<file path="config.mk">
export PLATFORM = sky130hd
export DESIGN_NAME = lutramp_sequencer
export DESIGN_NICKNAME = d
export VERILOG_FILES = /design/src/rtl/lutramp_pkg.sv /design/src/rtl/lutramp_table.sv /design/src/rtl/lutramp_timer.sv /design/src/rtl/lutramp_seq.sv /design/src/rtl/lutramp_sequencer.sv
export SDC_FILE = /design/constraint.sdc
export NUM_CORES = 1
export LEC_CHECK = 0
export ABC_AREA = 1
export BUFFER_PORTS_ARGS = -buffer_cell sky130_fd_sc_hd__buf_2
export CELL_PAD_IN_SITES_DETAIL_PLACEMENT = 2
export CELL_PAD_IN_SITES_GLOBAL_PLACEMENT = 2
export CORE_MARGIN = 5
export CORE_UTILIZATION = 43
export DETAILED_ROUTE_END_ITERATION = 16
export PLACE_DENSITY = 0.78
export SYNTH_ARGS = -nofsm -noshare
export SYNTH_HDL_FRONTEND = slang
export SYNTH_SLANG_ARGS = --single-unit
export TNS_END_PERCENT = 1
</file>
<file path="constraint.sdc">
create_clock -name clk -period 5.11 [get_ports clk]
set_clock_uncertainty 0.2 [all_clocks]
set_input_delay 0.511 -clock clk [delete_from_list [all_inputs] [get_ports clk]]
set_output_delay 0.511 -clock clk [all_outputs]
set_load 0.05 [all_outputs]
</file>
<file path="src/rtl/lutramp_pkg.sv">
package lutramp_pkg;

  localparam int STEP_CODE_W = 4;
  localparam int HOLD_CODE_W = 6;
  localparam int STEP_MS_W   = 10;
  localparam int HOLD_MULT_W = 13;

  typedef enum logic [1:0] {
    SQ_IDLE = 2'd0,
    SQ_RUN  = 2'd1,
    SQ_HOLD = 2'd2,
    SQ_FIN  = 2'd3
  } sq_state_e;

  // hold time per entry, in ticks
  function automatic logic [STEP_MS_W-1:0] step_ms(input logic [STEP_CODE_W-1:0] code);
    logic [STEP_MS_W-1:0] v;
    case (code)
      4'd0:  v = 10'd0;
      4'd1:  v = 10'd1;
      4'd2:  v = 10'd2;
      4'd3:  v = 10'd3;
      4'd4:  v = 10'd4;
      4'd5:  v = 10'd6;
      4'd6:  v = 10'd8;
      4'd7:  v = 10'd16;
      4'd8:  v = 10'd18;
      4'd9:  v = 10'd24;
      4'd10: v = 10'd32;
      4'd11: v = 10'd36;
      4'd12: v = 10'd64;
      4'd13: v = 10'd128;
      4'd14: v = 10'd256;
      default: v = 10'd512;
    endcase
    return v;
  endfunction

  // dwell multiple of the hold time
  function automatic logic [HOLD_MULT_W-1:0] hold_mult(input logic [HOLD_CODE_W-1:0] code);
    logic [HOLD_MULT_W-1:0] v;
    if (code < 6'd16) begin
      v = HOLD_MULT_W'(code) + 1'b1;
    end else begin
      case (code)
        6'd16: v = 13'd23;   6'd17: v = 13'd28;   6'd18: v = 13'd31;
        6'd19: v = 13'd42;   6'd20: v = 13'd47;   6'd21: v = 13'd56;
        6'd22: v = 13'd63;   6'd23: v = 13'd83;   6'd24: v = 13'd94;
        6'd25: v = 13'd111;  6'd26: v = 13'd125;  6'd27: v = 13'd167;
        6'd28: v = 13'd188;  6'd29: v = 13'd222;  6'd30: v = 13'd250;
        6'd31: v = 13'd333;  6'd32: v = 13'd375;  6'd33: v = 13'd500;
        6'd34: v = 13'd667;  6'd35: v = 13'd750;  6'd36: v = 13'd800;
        6'd37: v = 13'd900;  6'd38: v = 13'd1000; 6'd39: v = 13'd1100;
        6'd40: v = 13'd1200; 6'd41: v = 13'd1300; 6'd42: v = 13'd1400;
        6'd43: v = 13'd1500; 6'd44: v = 13'd1600; 6'd45: v = 13'd1800;
        6'd46: v = 13'd2000; 6'd47: v = 13'd2500; 6'd48: v = 13'd3000;
        6'd49: v = 13'd3500; 6'd50: v = 13'd4000; 6'd51: v = 13'd4500;
        6'd52: v = 13'd5000; 6'd53: v = 13'd5500; 6'd54: v = 13'd6000;
        6'd55: v = 13'd6500;
        default: v = 13'd7000;
      endcase
    end
    return v;
  endfunction

endpackage

</file>
<file path="src/rtl/lutramp_table.sv">
module lutramp_table #(
  parameter int AW = 6,
  parameter int DW = 9
) (
  input  logic          clk,
  input  logic          we,
  input  logic [AW-1:0] waddr,
  input  logic [DW-1:0] wdata,
  input  logic [AW-1:0] raddr,
  output logic [DW-1:0] rdata
);
  localparam int DEPTH = 1 << AW;

  logic [DW-1:0] mem [DEPTH];

  // read-before-write, synchronous read: block RAM shape
  always_ff @(posedge clk) begin
    if (we) mem[waddr] <= wdata;
    rdata <= mem[raddr];
  end
endmodule

</file>
<file path="src/rtl/lutramp_timer.sv">
module lutramp_timer #(
  parameter int MS_W = 10
) (
  input  logic            clk,
  input  logic            rst,
  input  logic            active,
  input  logic            tick,
  input  logic [MS_W-1:0] period,
  output logic            step
);
  logic [MS_W-1:0] cnt_q;
  logic [MS_W:0]   cnt_nx;
  logic            hit;

  assign cnt_nx = {1'b0, cnt_q} + 1'b1;
  assign hit    = (period != '0) && (cnt_nx >= {1'b0, period});
  assign step   = active && tick && hit;

  always_ff @(posedge clk) begin
    if (rst || !active) begin
      cnt_q <= '0;
    end else if (tick && period != '0) begin
      cnt_q <= hit ? '0 : cnt_nx[MS_W-1:0];
    end
  end
endmodule

</file>
<file path="src/rtl/lutramp_seq.sv">
module lutramp_seq
  import lutramp_pkg::*;
#(
  parameter int IDX_W  = 6,
  parameter int MULT_W = HOLD_MULT_W
) (
  input  logic                   clk,
  input  logic                   rst,
  input  logic                   run,
  input  logic                   up_sel,
  input  logic                   loop_en,
  input  logic                   pp_en,
  input  logic [IDX_W-1:0]       lo_idx,
  input  logic [IDX_W-1:0]       hi_idx,
  input  logic                   hi_hold_en,
  input  logic [HOLD_CODE_W-1:0] hi_hold_code,
  input  logic                   lo_hold_en,
  input  logic [HOLD_CODE_W-1:0] lo_hold_code,
  input  logic                   step,
  output logic [IDX_W-1:0]       idx_q,
  output logic                   load_q,
  output logic                   active,
  output logic                   done_q
);
  sq_state_e         state_q, state_d;
  logic              dir_q, dir_d, leg_q, leg_d;
  logic [IDX_W-1:0]  idx_d;
  logic              load_d;
  logic [MULT_W-1:0] pcnt_q, pcnt_d;
  logic [MULT_W-1:0] mult;
  logic [MULT_W:0]   pcnt_nx;
  logic              at_end, end_hold, finish;

  assign at_end   = dir_q ? (idx_q >= hi_idx) : (idx_q <= lo_idx);
  assign end_hold = dir_q ? hi_hold_en : lo_hold_en;
  assign mult     = MULT_W'(hold_mult(dir_q ? hi_hold_code : lo_hold_code));
  assign pcnt_nx  = {1'b0, pcnt_q} + 1'b1;
  assign active   = (state_q == SQ_RUN) || (state_q == SQ_HOLD);

  always_comb begin
    state_d = state_q;
    dir_d   = dir_q;
    leg_d   = leg_q;
    idx_d   = idx_q;
    pcnt_d  = pcnt_q;
    load_d  = 1'b0;
    finish  = 1'b0;
    if (state_q == SQ_IDLE) begin
      if (run) begin
        idx_d   = up_sel ? lo_idx : hi_idx;
        dir_d   = up_sel;
        leg_d   = 1'b0;
        load_d  = 1'b1;
        state_d = SQ_RUN;
      end
    end else if (!run) begin
      state_d = SQ_IDLE;
    end else if (state_q == SQ_RUN && step) begin
      if (!at_end) begin
        idx_d  = dir_q ? idx_q + 1'b1 : idx_q - 1'b1;
        load_d = 1'b1;
      end else if (end_hold) begin
        state_d = SQ_HOLD;
        pcnt_d  = '0;
      end else begin
        finish = 1'b1;
      end
    end else if (state_q == SQ_HOLD && step) begin
      if (pcnt_nx >= {1'b0, mult}) finish = 1'b1;
      else pcnt_d = pcnt_nx[MULT_W-1:0];
    end

    if (finish) begin
      if (pp_en) begin
        if (!loop_en && leg_q) begin
          state_d = SQ_FIN;
        end else begin
          dir_d   = ~dir_q;
          leg_d   = 1'b1;
          load_d  = 1'b1;
          state_d = SQ_RUN;
          if (lo_idx != hi_idx) idx_d = dir_q ? idx_q - 1'b1 : idx_q + 1'b1;
        end
      end else if (loop_en) begin
        idx_d   = up_sel ? lo_idx : hi_idx;
        dir_d   = up_sel;
        load_d  = 1'b1;
        state_d = SQ_RUN;
      end else begin
        state_d = SQ_FIN;
      end
    end
  end

  always_ff @(posedge clk) begin
    if (rst) begin
      state_q <= SQ_IDLE;
      dir_q   <= 1'b0;
      leg_q   <= 1'b0;
      idx_q   <= '0;
      pcnt_q  <= '0;
      load_q  <= 1'b0;
      done_q  <= 1'b0;
    end else begin
      state_q <= state_d;
      dir_q   <= dir_d;
      leg_q   <= leg_d;
      idx_q   <= idx_d;
      pcnt_q  <= pcnt_d;
      load_q  <= load_d;
      done_q  <= (state_d == SQ_FIN);
    end
  end

  // a start loads the bound picked by the direction
  a_r2_start_bound: assert property (@(posedge clk) disable iff (rst)
    (state_q == SQ_IDLE && run) |=>
      (idx_q == ($past(up_sel) ? $past(lo_idx) : $past(hi_idx))));

  // the index stays inside a stable, well-ordered window
  a_r5_index_in_window: assert property (@(posedge clk) disable iff (rst)
    (state_q != SQ_IDLE && lo_idx <= hi_idx && $stable(lo_idx) && $stable(hi_idx))
      |-> (idx_q >= lo_idx && idx_q <= hi_idx));

  // done only sits on a window end
  a_r9_done_at_end: assert property (@(posedge clk) disable iff (rst)
    (done_q && lo_idx <= hi_idx && $stable(lo_idx) && $stable(hi_idx))
      |-> (idx_q == lo_idx || idx_q == hi_idx));

  // done clears once the run is released
  a_r9_done_clears: assert property (@(posedge clk) disable iff (rst)
    (done_q && !run) |=> !done_q);
endmodule

</file>
<file path="src/rtl/lutramp_sequencer.sv">
module lutramp_sequencer
  import lutramp_pkg::*;
#(
  parameter int IDX_W  = 6,
  parameter int DUTY_W = 9
) (
  input  logic                   clk,
  input  logic                   rst,
  input  logic                   tbl_we,
  input  logic [IDX_W-1:0]       tbl_addr,
  input  logic [DUTY_W-2:0]      tbl_low,
  input  logic                   tbl_msb,
  input  logic [IDX_W-1:0]       lo_idx,
  input  logic [IDX_W-1:0]       hi_idx,
  input  logic [STEP_CODE_W-1:0] step_code,
  input  logic                   ramp_up,
  input  logic                   loop_en,
  input  logic                   pingpong_en,
  input  logic                   hi_hold_en,
  input  logic [HOLD_CODE_W-1:0] hi_hold_code,
  input  logic                   lo_hold_en,
  input  logic [HOLD_CODE_W-1:0] lo_hold_code,
  input  logic                   gen_en,
  input  logic                   ramp_go,
  input  logic                   tick_1ms,
  output logic [DUTY_W-1:0]      duty_out,
  output logic                   seq_done
);
  logic              run, step, active, load, pend_q;
  logic [IDX_W-1:0]  idx;
  logic [DUTY_W-1:0] rd_data;

  assign run = gen_en && ramp_go;

  lutramp_table #(.AW(IDX_W), .DW(DUTY_W)) u_table (
    .clk   (clk),
    .we    (tbl_we),
    .waddr (tbl_addr),
    .wdata ({tbl_msb, tbl_low}),
    .raddr (idx),
    .rdata (rd_data)
  );

  lutramp_timer #(.MS_W(STEP_MS_W)) u_timer (
    .clk    (clk),
    .rst    (rst),
    .active (active),
    .tick   (tick_1ms),
    .period (step_ms(step_code)),
    .step   (step)
  );

  lutramp_seq #(.IDX_W(IDX_W), .MULT_W(HOLD_MULT_W)) u_seq (
    .clk          (clk),
    .rst          (rst),
    .run          (run),
    .up_sel       (ramp_up),
    .loop_en      (loop_en),
    .pp_en        (pingpong_en),
    .lo_idx       (lo_idx),
    .hi_idx       (hi_idx),
    .hi_hold_en   (hi_hold_en),
    .hi_hold_code (hi_hold_code),
    .lo_hold_en   (lo_hold_en),
    .lo_hold_code (lo_hold_code),
    .step         (step),
    .idx_q        (idx),
    .load_q       (load),
    .active       (active),
    .done_q       (seq_done)
  );

  // the output takes a table value only one read after an index load
  always_ff @(posedge clk) begin
    if (rst) begin
      pend_q   <= 1'b0;
      duty_out <= '0;
    end else begin
      pend_q <= load;
      if (pend_q) duty_out <= rd_data;
    end
  end

  // no tick, no movement of a running index
  a_r3_no_tick_no_move: assert property (@(posedge clk) disable iff (rst)
    (active && run && !tick_1ms) |=> $stable(idx));
endmodule

</file>
# Yosys cells after proc, flatten, opt, wreduce, memory -nomap -nowiden
# Memories as Yosys holds them, arrays and structs flattened. A register that Yosys moved wholly into a read port is not among the register bits.
# Index checks and enable logic that the tools add are counted.
# op_classes
addsub	5
n_lt_le_gt_ge	5
eq_ne	7
mux	62
bitwise	2
n_reduce_logical	16
# ops
operator	n
2-to-1 mux 6 bit	14
2-to-1 mux 13 bit	6
2-to-1 mux 1 bit	31
2-to-1 mux 2 bit	10
adder 13 x 1 -> 14 bit (second input constant)	1
>= comparator 14 x 13 -> 1 bit	1
adder 10 x 1 -> 11 bit (second input constant)	1
>= comparator 11 x 10 -> 1 bit	1
2-to-1 mux 10 bit	1
nonzero test 10 bit	1
logical AND 1 bit	8
adder 6 x 1 -> 7 bit (second input constant)	1
adder 6 x 1 -> 6 bit (second input constant)	1
>= comparator 6 bit	1
<= comparator 6 bit	1
less-than comparator 6 x 5 -> 1 bit (second input constant)	1
inequality test 2 x 1 -> 1 bit (second input constant)	3
inequality test 6 bit	1
AND reduction 6 bit	1
subtractor 6 x 1 -> 6 bit (second input constant)	1
equality test 2 bit (second input constant)	2
equality test 2 x 1 -> 1 bit (second input constant)	1
zero test 1 bit	2
zero test 2 bit	1
other kinds (3)	5
# totals
register_bits	45
ram_bits	576
rom_bits	992
in_bits	54
out_inout_bits	10
elab_cells	110
memories	3
# mem_list
memory	words	width	read_ports	rd_clocked_by_memory_dff	wr	line	rtl
(no name shown)	64	13	1	0	0	lutramp_pkg.sv:45	case (code)
u_table.mem	64	9	1	1	1	lutramp_table.sv:14	logic [DW-1:0] mem [DEPTH];
(no name shown)	16	10	1	0	0	lutramp_pkg.sv:18	case (code)

# Logic depth before layout (Yosys ltp)
# Gate-level depths: netlist (run 1).
# logic_depth
ltp_word	12
mapped_depth	28
depth_no_buf	27

# Modules after synthesis
# A second synthesis (run 1) with hierarchy kept.
# unflattened
hier_cells	2861
area_unflattened_um2	29012.8
# modules_own_cells
mod	n_inst	cells_each	area_each_um2
lutramp_table	1	2016	23799.1
lutramp_seq	1	637	3814.9
lutramp_timer	1	134	903.4
lutramp_sequencer	1	74	495.5

# Worst setup path before layout (run 1)
# No wires, ideal clock.
# synth_path
path_type	reg2reg
from	register u_seq.dir_q
to	register u_seq.pcnt_q[11]
setup_time_ns	0.128
arrival_time_ns	3.572
required_ns	4.782
setup_slack_ns	1.211
path_stages_with_launch	21
n_path_buf	3
period_less_slack_ns	3.899
cell_sequence	dfxtp_1 > buf_2 > buf_2 > o21ai_0 > inv_1 > ha_1 > nor2_1 > nand3b_1 > a2111oi_0 > ha_1 > nand2_1 > nor2_1 > o21ai_0 > o211ai_1 > nand3_1 > nand3_1 > nand2_1 > nand4_4 > buf_6 > o21ai_1 > nor2_1
# synth_between
elab_chain_len	6
elab_cells_between_ends	12
cone_classes	add/sub (1); order compare (2); eq/ne (3); mux (4); reduce/logical (1); memory (1)
# synth_rtl
element	line	rtl
start, declared	lutramp_seq.sv:26	logic dir_q, dir_d, leg_q, leg_d;
start signal, assigned	lutramp_seq.sv:106	dir_q <= dir_d;
2-to-1 mux 6 bit	lutramp_seq.sv:36	assign mult = MULT_W'(hold_mult(dir_q ? hi_hold_code : lo_hold_code));
memory (64 x 13 bit) (tied with other cells)	--	
2-to-1 mux 13 bit	lutramp_pkg.sv:42	if (code < 6'd16) begin
>= comparator 14 x 13 -> 1 bit	lutramp_seq.sv:69	if (pcnt_nx >= {1'b0, mult}) finish = 1'b1;
inequality test 2 x 1 -> 1 bit (no source line)	--	
AND reduction 6 bit (no source line) (*)	--	
end signal, assigned	lutramp_seq.sv:109	pcnt_q <= pcnt_d;
end, declared	lutramp_seq.sv:29	logic [MULT_W-1:0] pcnt_q, pcnt_d;
# Every way passes the cells marked *; elsewhere a longest branch is shown, timed or not.
# A chain may end at the register's enable or synchronous reset.

# Worst setup path after layout (run 1)
# layout_path
from	register u_seq.dir_q
to	register u_seq.pcnt_q[2]
# The elaborated chain is that of the path after synthesis.

==> impl_metrics.py, run 1 <==
metrics = {
    "synth": {
        "synth_top_cell_by_area": "edfxtp_1",
        "yosys_warnings": 0,
        "yosysMostFrequentCell": "edfxtp_1",
        "synth_edf_count": 576,
        "synthAdderAreaFrac_pct": 2.35,
        "syn_avg_cell_area_um2": 11.1,
        "async_flop_share_pct": 0,
        "synth_flop_cell": "edfxtp_1",
        "synthCells": 2506,
        "yosysSeqAreaShare_pct": 66.3,
        "synth_common_cells": "edfxtp_1 (576), nor2_1 (439), o21ai_0 (369)",
        "netlist-cell-type-count": 46,
        "synth_area_leaders": "edfxtp_1 (62%), o21ai_0 (6.7%), nor2_1 (5.9%)",
        "yosys.area_share.simple_pct": 13.1,
        "synth_mux_area_share_pct": 0.0723,
        "synth_top_family_by_area": "compound AO/OA/AOI/OAI gates",
        "syn_nets": 2612,
        "ys_seq_elements": 630,
        "synth_top_cell_area_share_pct": 62.4,
        "synth_compound_area_share_pct": 13.5,
        "synth_area_um2": 27700,
        "yosys.area_share.xor_xnor_pct": 0.759,
    },
    "floorplanning": {
        "die_w_um": 264,
        "die_h_um": 264,
        "die_area_um2": 69600,
        "rows": 93,
        "ios": 64,
        "core_area_um2": 64100,
        "start_util_pct": 43.2,
    },
    "setup_path": {
        "slowest_stage": "dfxtp_1",
        "crit_path_end_kind": "register",
        "crit_fanout": 26,
        "startpoint": "u_seq.dir_q",
        "worst_setup_path_start_kind": "register",
        "crit_chain": "inv_1, buf_4, or2_2, o21ai_2, inv_1, nor2_1, inv_1, a211oi_1, a211oi_1, ha_1, nand2_1, nor2_1, o21ai_0, o211ai_1, nand3_1, nand3_1, nand2_1, nand4_4, nand2_1, inv_1, nor2_1, nor2_1",
        "ff2ff_setup_slack_ps": 450,
        "required_ps": 5400,
        "cp_slowest_stage_delay_ps": 500,
        "r2r-end": "u_seq.pcnt_q[2]",
        "criticalPathCategory": "reg -> reg",
        "rr_startpoint": "u_seq.dir_q",
        "reg2regPathDepth": 22,
        "cp.arrival_ps": 4950,
    },
    "clock_tree": {
        "clock-sinks": 630,
        "htree_levels": 3,
        "clk_latency_ps": 630,
        "postCtsSetupBuffers": 0,
        "tritoncts": "yes",
        "cts_hold_buf": 0,
        "cts_buffers": 70,
        "root_buffer": "clkbuf_16",
        "path_clk_slew_ps": 60,
        "clockBufferDepth": 3,
    },
    "drt": {
        "dr_wl_met2_um": 49300,
        "wl_met1_um": 39100,
        "drt_wl_total_um": 98000,
        "dr.first_iter.drc_count": 1781,
        "avgViaCountPerCell": 6.10,
        "highest_layer": "met5",
        "wl_per_cell_um": 28.4,
        "ant_nets": 0,
        "wl_met3_um": 5660,
        "drc": 0,
        "dr.pass1.iters": 5,
        "vias": 21100,
    },
    "placed_design": {
        "gp_congestion": 0.827,
        "place.detailed.hpwl_um": 58900,
        "io_buffers": 63,
    },
    "final_layout": {
        "syn2layout_area_growth_pct": 12.6,
        "num_antenna_cells": 0,
        "multi_input_area_um2": 8260,
        "drive_gt1_share_pct": 9.58,
        "ff_latch_area_um2": 18400,
        "nets": 2648,
        "fillers": 6441,
    },
    "timing": {
        "finalHoldViolations": 0,
        "setup_viol": 0,
        "worstMarginPinSlew_ps": 1350,
        "fin_hold_ws_ps": 81.9,
        "fin_crit_ps": 4660,
        "fin_crit_sh_pct": 91.2,
        "rsz0062_at_grt": "false",
        "tns_ps": 0,
        "slew_headroom_pct": 9.41,
        "fmax_mhz": 215,
        "finalMaxSlewViolations": 0,
    },
    "flow_run": {
        "drv_cap": 0,
    },
    "hold_path": {
        "holdPathEnd": "u_seq.leg_q",
        "hold_start": "pingpong_en",
        "hold_path_depth": 3,
        "min_path_type": "in -> reg",
    },
    "grt": {
        "grt_max_degree": 179,
        "grt_pass1_vias": 23100,
        "antenna_found_initial": 1,
        "grt_pass1_wl_um": 145000,
        "grt_usage_pct": 27.3,
        "grt_overflow": 0,
    },
    "power_and_ir_drop": {
        "peakVddDrop_mv": 0.274,
        "powerDensity_nw_per_um2": 388,
        "leakage_nw": 10.9,
    },
    "run_status": {
        "status": "finished, final reports clean",
    },
}
==> sequential cells by signal, summed over array words and instances (netlist names) <==
name and flops:
duty_out 9, pend_q 1, u_seq.dir_q 1, u_seq.done_q 1, u_seq.idx_q 6, u_seq.leg_q 1, u_seq.load_q 1, u_seq.pcnt_q 13
u_seq.state_q 2, u_table.mem 576, u_table.rdata 9, u_timer.cnt_q 10
==> worst max-delay path: cells and delay by family (launching register included) <==
family                   cells  cell delay [ps]
AND/OR/NAND/NOR             11             1860
AO/OA/AOI/OAI                5              860
buffers and inverters        5              830
flip-flops                   1              500
adder cells (fa/ha/maj)      1              310
==> worst max-delay path by stage <==
stage | to | slack, ps
after CTS | u_seq.pcnt_q[2] | 350
after detailed placement | u_seq.pcnt_q[2] | 190
final | u_seq.pcnt_q[2] | 450
after floorplan | u_seq.pcnt_q[11] | 1210
after global routing | u_seq.pcnt_q[1] | 90
after global placement | u_seq.pcnt_q[7] | 480
==> power breakdown <==
group	switching, mW	leakage, nW	internal [mW]
logic	0.936	4.22	0.315
clock network	2.19	1.10	2.92
registers	0.0578	5.62	5.68
total	3.18	10.9	8.92
==> cells by family after synthesis <==
kind of cell	after synthesis
AND/OR/NAND/NOR	866
AO/OA/AOI/OAI	649
flip-flops	630
buffers and inverters	283
adder cells (fa/ha/maj)	52
XOR/XNOR	24
multiplexers	2
==> per-stage QoR <==
stage	setup slack [ps]	util (%)	instances	power, mW	instance area, um^2
after floorplan	1210	-	2506	6.51	27700
after global placement	475	45.1	3325	6.99	28900
after detailed placement	192	45.1	3325	7.07	28900
after CTS	351	48.6	3454	12.2	31200
after global routing	87.4	48.6	3454	12.5	31200
final	450	48.6	3454	12.1	31200
==> cells in the final DEF, fill, tap and decap left out, types with 20 or more instances in the layout <==
master,synthesis,routed
o22ai_1,105,105
nand3_1,105,105
o211ai_1,25,25
ha_1,52,52
clkbuf_16,0,70
xor2_1,20,20
inv_1,123,119
dfxtp_1,54,52
edfxtp_1,576,576
a21oi_1,64,64
o221ai_1,44,44
nor2_1,439,438
clkinv_1,8,21
nand2_1,245,245
buf_2,11,63
o21ai_0,369,368
nand4_1,31,31
buf_4,0,45
==> cell type report <==
class / instances / share of cell area, %
Tap cell: 855 / 3.43
Multi-Input combinational cell: 1593 / 26.5
Inverter: 137 / 1.68
Sequential cell: 630 / 58.9
Clock inverter: 40 / 1.36
Clock buffer: 89 / 5.88
Timing Repair Buffer: 110 / 2.22
==> timing repair <==
| action | 4_1_cts | 5_1_grt |
|---|---|---|
| gates resized for setup | 0 | 2 |
| endpoints found under the hold margin | 0 | 0 |
| setup endpoints to repair | 0 | 3 |
==> routing by layer <==
| metal | GRT usage, % | vias to the layer above |
|---|---|---|
| li1 | - | 9156 |
| met1 | 33.8 | 10900 |
| met2 | 47.9 | 725 |
| met3 | 4.56 | 234 |
| met4 | 10.7 | 2 |
| met5 | 0 | - |
No activity file was read; power rests on OpenSTA's default activity.
==> inputs of run 2 (changes only) <==
--- a/config.mk
+++ b/config.mk
@@ -12,6 +12,7 @@
 export CORE_MARGIN = 5
 export CORE_UTILIZATION = 43
 export DETAILED_ROUTE_END_ITERATION = 16
+export HOLD_SLACK_MARGIN = 0.12
 export PLACE_DENSITY = 0.78
 export SYNTH_ARGS = -nofsm -noshare
 export SYNTH_HDL_FRONTEND = slang
==> run 2 against run 1 <==
- global-route usage is essentially flat
- sequential share of layout area shrank 0.057 points
- power is essentially flat
- register-to-register slack gained 20 ps
- combinational power is essentially flat
- clock-buffer cell count is the same
- critical path depth is the same
- utilization is essentially flat
- first-iteration DRC count is essentially flat
- die area is the same
- routed wire length is essentially flat
- critical path type unchanged
==> impl_metrics.py, run 2 (synthesis gave the netlist of run 1 again) <==
metrics = {
    "drt": {
        "drt_wl_total_um": 97900,
        "dr.pass1.iters": 5,
        "vias": 21000,
        "drc": 0,
        "dr.first_iter.drc_count": 1782,
        "avgViaCountPerCell": 6.08,
        "ant_nets": 0,
        "wl_per_cell_um": 28.3,
    },
    "setup_path": {
        "slowest_stage": "dfxtp_1",
        "startpoint": "u_seq.dir_q",
        "cp.arrival_ps": 4930,
        "crit_chain": "inv_1, buf_4, or2_2, o21ai_2, inv_1, nor2_1, inv_1, a211oi_1, a211oi_1, ha_1, nand2_1, nor2_1, o21ai_0, o211ai_1, nand3_1, nand3_1, nand2_1, nand4_4, nand2_1, inv_1, nor2_1, nor2_1",
        "rr_startpoint": "u_seq.dir_q",
        "criticalPathCategory": "reg -> reg",
        "path_depth": 22,
        "critPathBufInv": 5,
        "ff2ff_setup_slack_ps": 470,
        "cp_slowest_stage_delay_ps": 500,
        "path_delay_family": "simple AND/OR/NAND/NOR gates",
        "r2r-end": "u_seq.pcnt_q[2]",
        "worst_setup_path_start_kind": "register",
        "required_ps": 5400,
        "reg2regPathDepth": 22,
        "crit_fanout": 26,
        "critPathCapture": "u_seq.pcnt_q[2]",
        "crit_path_end_kind": "register",
    },
    "timing": {
        "fin_crit_ps": 4640,
        "fin_crit_sh_pct": 90.9,
        "finalMaxSlewViolations": 0,
        "worstMarginPinSlew_ps": 1340,
        "fmax_mhz": 215,
        "slew_headroom_pct": 10.5,
        "finalHoldViolations": 0,
        "rsz0062_at_grt": "false",
        "tns_ps": 0,
        "setup_viol": 0,
    },
    "floorplanning": {
        "die_area_um2": 69600,
        "core_area_um2": 64100,
        "die_w_um": 264,
        "rows": 93,
        "start_util_pct": 43.2,
        "ios": 64,
        "die_h_um": 264,
    },
    "clock_tree": {
        "htree_levels": 3,
        "root_buffer": "clkbuf_16",
        "clk_latency_ps": 630,
        "path_clk_slew_ps": 60,
        "clock-sinks": 630,
        "cts_buffers": 70,
        "postCtsSetupBuffers": 0,
        "clockBufferDepth": 3,
        "tritoncts": "yes",
    },
    "hold_path": {
        "hold_start": "loop_en",
        "min_path_type": "in -> reg",
    },
    "final_layout": {
        "fillers": 6439,
        "num_antenna_cells": 0,
        "largest_reg_flops": 576,
        "top_regs": "u_table.mem (576), u_seq.pcnt_q (13), u_timer.cnt_q (10)",
        "final_cell_mix": "edfxtp_1 (576), nor2_1 (438), o21ai_0 (368)",
        "nets": 2651,
        "syn2layout_area_growth_pct": 12.7,
        "final_util_pct": 48.7,
        "regMostFlops": "u_table.mem",
        "drive_gt1_share_pct": 9.57,
        "fin_cells": 3457,
        "final_common_cell": "edfxtp_1",
    },
    "grt": {
        "antenna_found_initial": 1,
        "grt_max_degree": 179,
        "grt_pass1_wl_um": 146000,
        "grt_usage_pct": 27.3,
        "grt_overflow": 0,
        "grt_pass1_vias": 23100,
    },
    "placed_design": {
        "place.detailed.hpwl_um": 58900,
        "gp_congestion": 0.827,
        "placed_cells": 3325,
        "io_buffers": 63,
    },
    "power_and_ir_drop": {
        "swShare_pct": 26.3,
        "seqPwrFrac_pct": 47.4,
        "p_sw_mw": 3.18,
        "combPwrFrac_pct": 10.4,
        "cell_internal_pwr_mw": 8.92,
        "powerDensity_nw_per_um2": 388,
        "clkPwrFrac_pct": 42.2,
        "peakVddDrop_mv": 0.275,
        "leakage_nw": 11.0,
    },
    "flow_run": {
        "drv_cap": 0,
    },
    "run_status": {
        "status": "finished, final reports clean",
    },
}
==> run 2: cell count changes in the layout (fill, tap and decap cells not counted) <==
cell / previous run / this run
dlygate4sd3_1: 0 / 3
==> run 2: area by class of cell <==
cell class | count | area (um^2) | area share (%)
sequential | 630 | 18400 | 58.9
multi-input combinational | 1593 | 8260 | 26.5
clock buffer | 89 | 1830 | 5.87
tap | 855 | 1070 | 3.43
timing repair buffer | 113 | 723 | 2.32
inverter | 137 | 524 | 1.68
clock inverter | 40 | 425 | 1.36
==> run 2: per-stage QoR <==
step	hold WS [ps]	worst slack (ps)	area [um^2]	power (mW)
final	181	466	31200	12.1
after detailed placement	235	192	28900	7.07
after CTS	157	351	31200	12.2
after global routing	190	85.6	31200	12.5
after global placement	229	475	28900	6.99
after floorplan	188	1210	27700	6.51
==> run 2: power groups by stage <==
stage	sequential [mW]	combinational [mW]	clock (mW)
final	5.74	1.25	5.11
after global routing	5.74	1.35	5.42
after CTS	5.74	1.25	5.18
after detailed placement	5.85	1.23	0
after global placement	5.84	1.14	0
after floorplan	5.82	0.698	0
==> run 2: timing repair <==
action,CTS,global route
gates resized for setup,0,2
hold endpoints to repair,16,0
hold buffers,3,0
endpoints found under the setup margin,0,3
==> run 2: worst min path at each step <==
stage | to | slack [ps] | cells past startpoint
after floorplan | pend_q | 190 | 2
after global placement | pend_q | 230 | 2
after detailed placement | pend_q | 240 | 2
after CTS | u_seq.dir_q | 160 | 5
after global routing | u_seq.dir_q | 190 | 5
final | u_seq.dir_q | 180 | 5
==> run 2: tightest hold or removal path, stage by stage <==
cell	delay, ps
buf_2	110
nor2_1	100
o22ai_1	90
nand2_1	70
a21oi_1	50
==> run 2: metal layers <==
layer / up-vias / share of wire, % / global-route usage (%)
li1: 9171 / - / -
met1: 10800 / 40 / 33.8
met2: 815 / 50 / 47.9
met3: 239 / 6.4 / 4.56
met4: 2 / 4.1 / 10.7
met5: - / 0.013 / 0
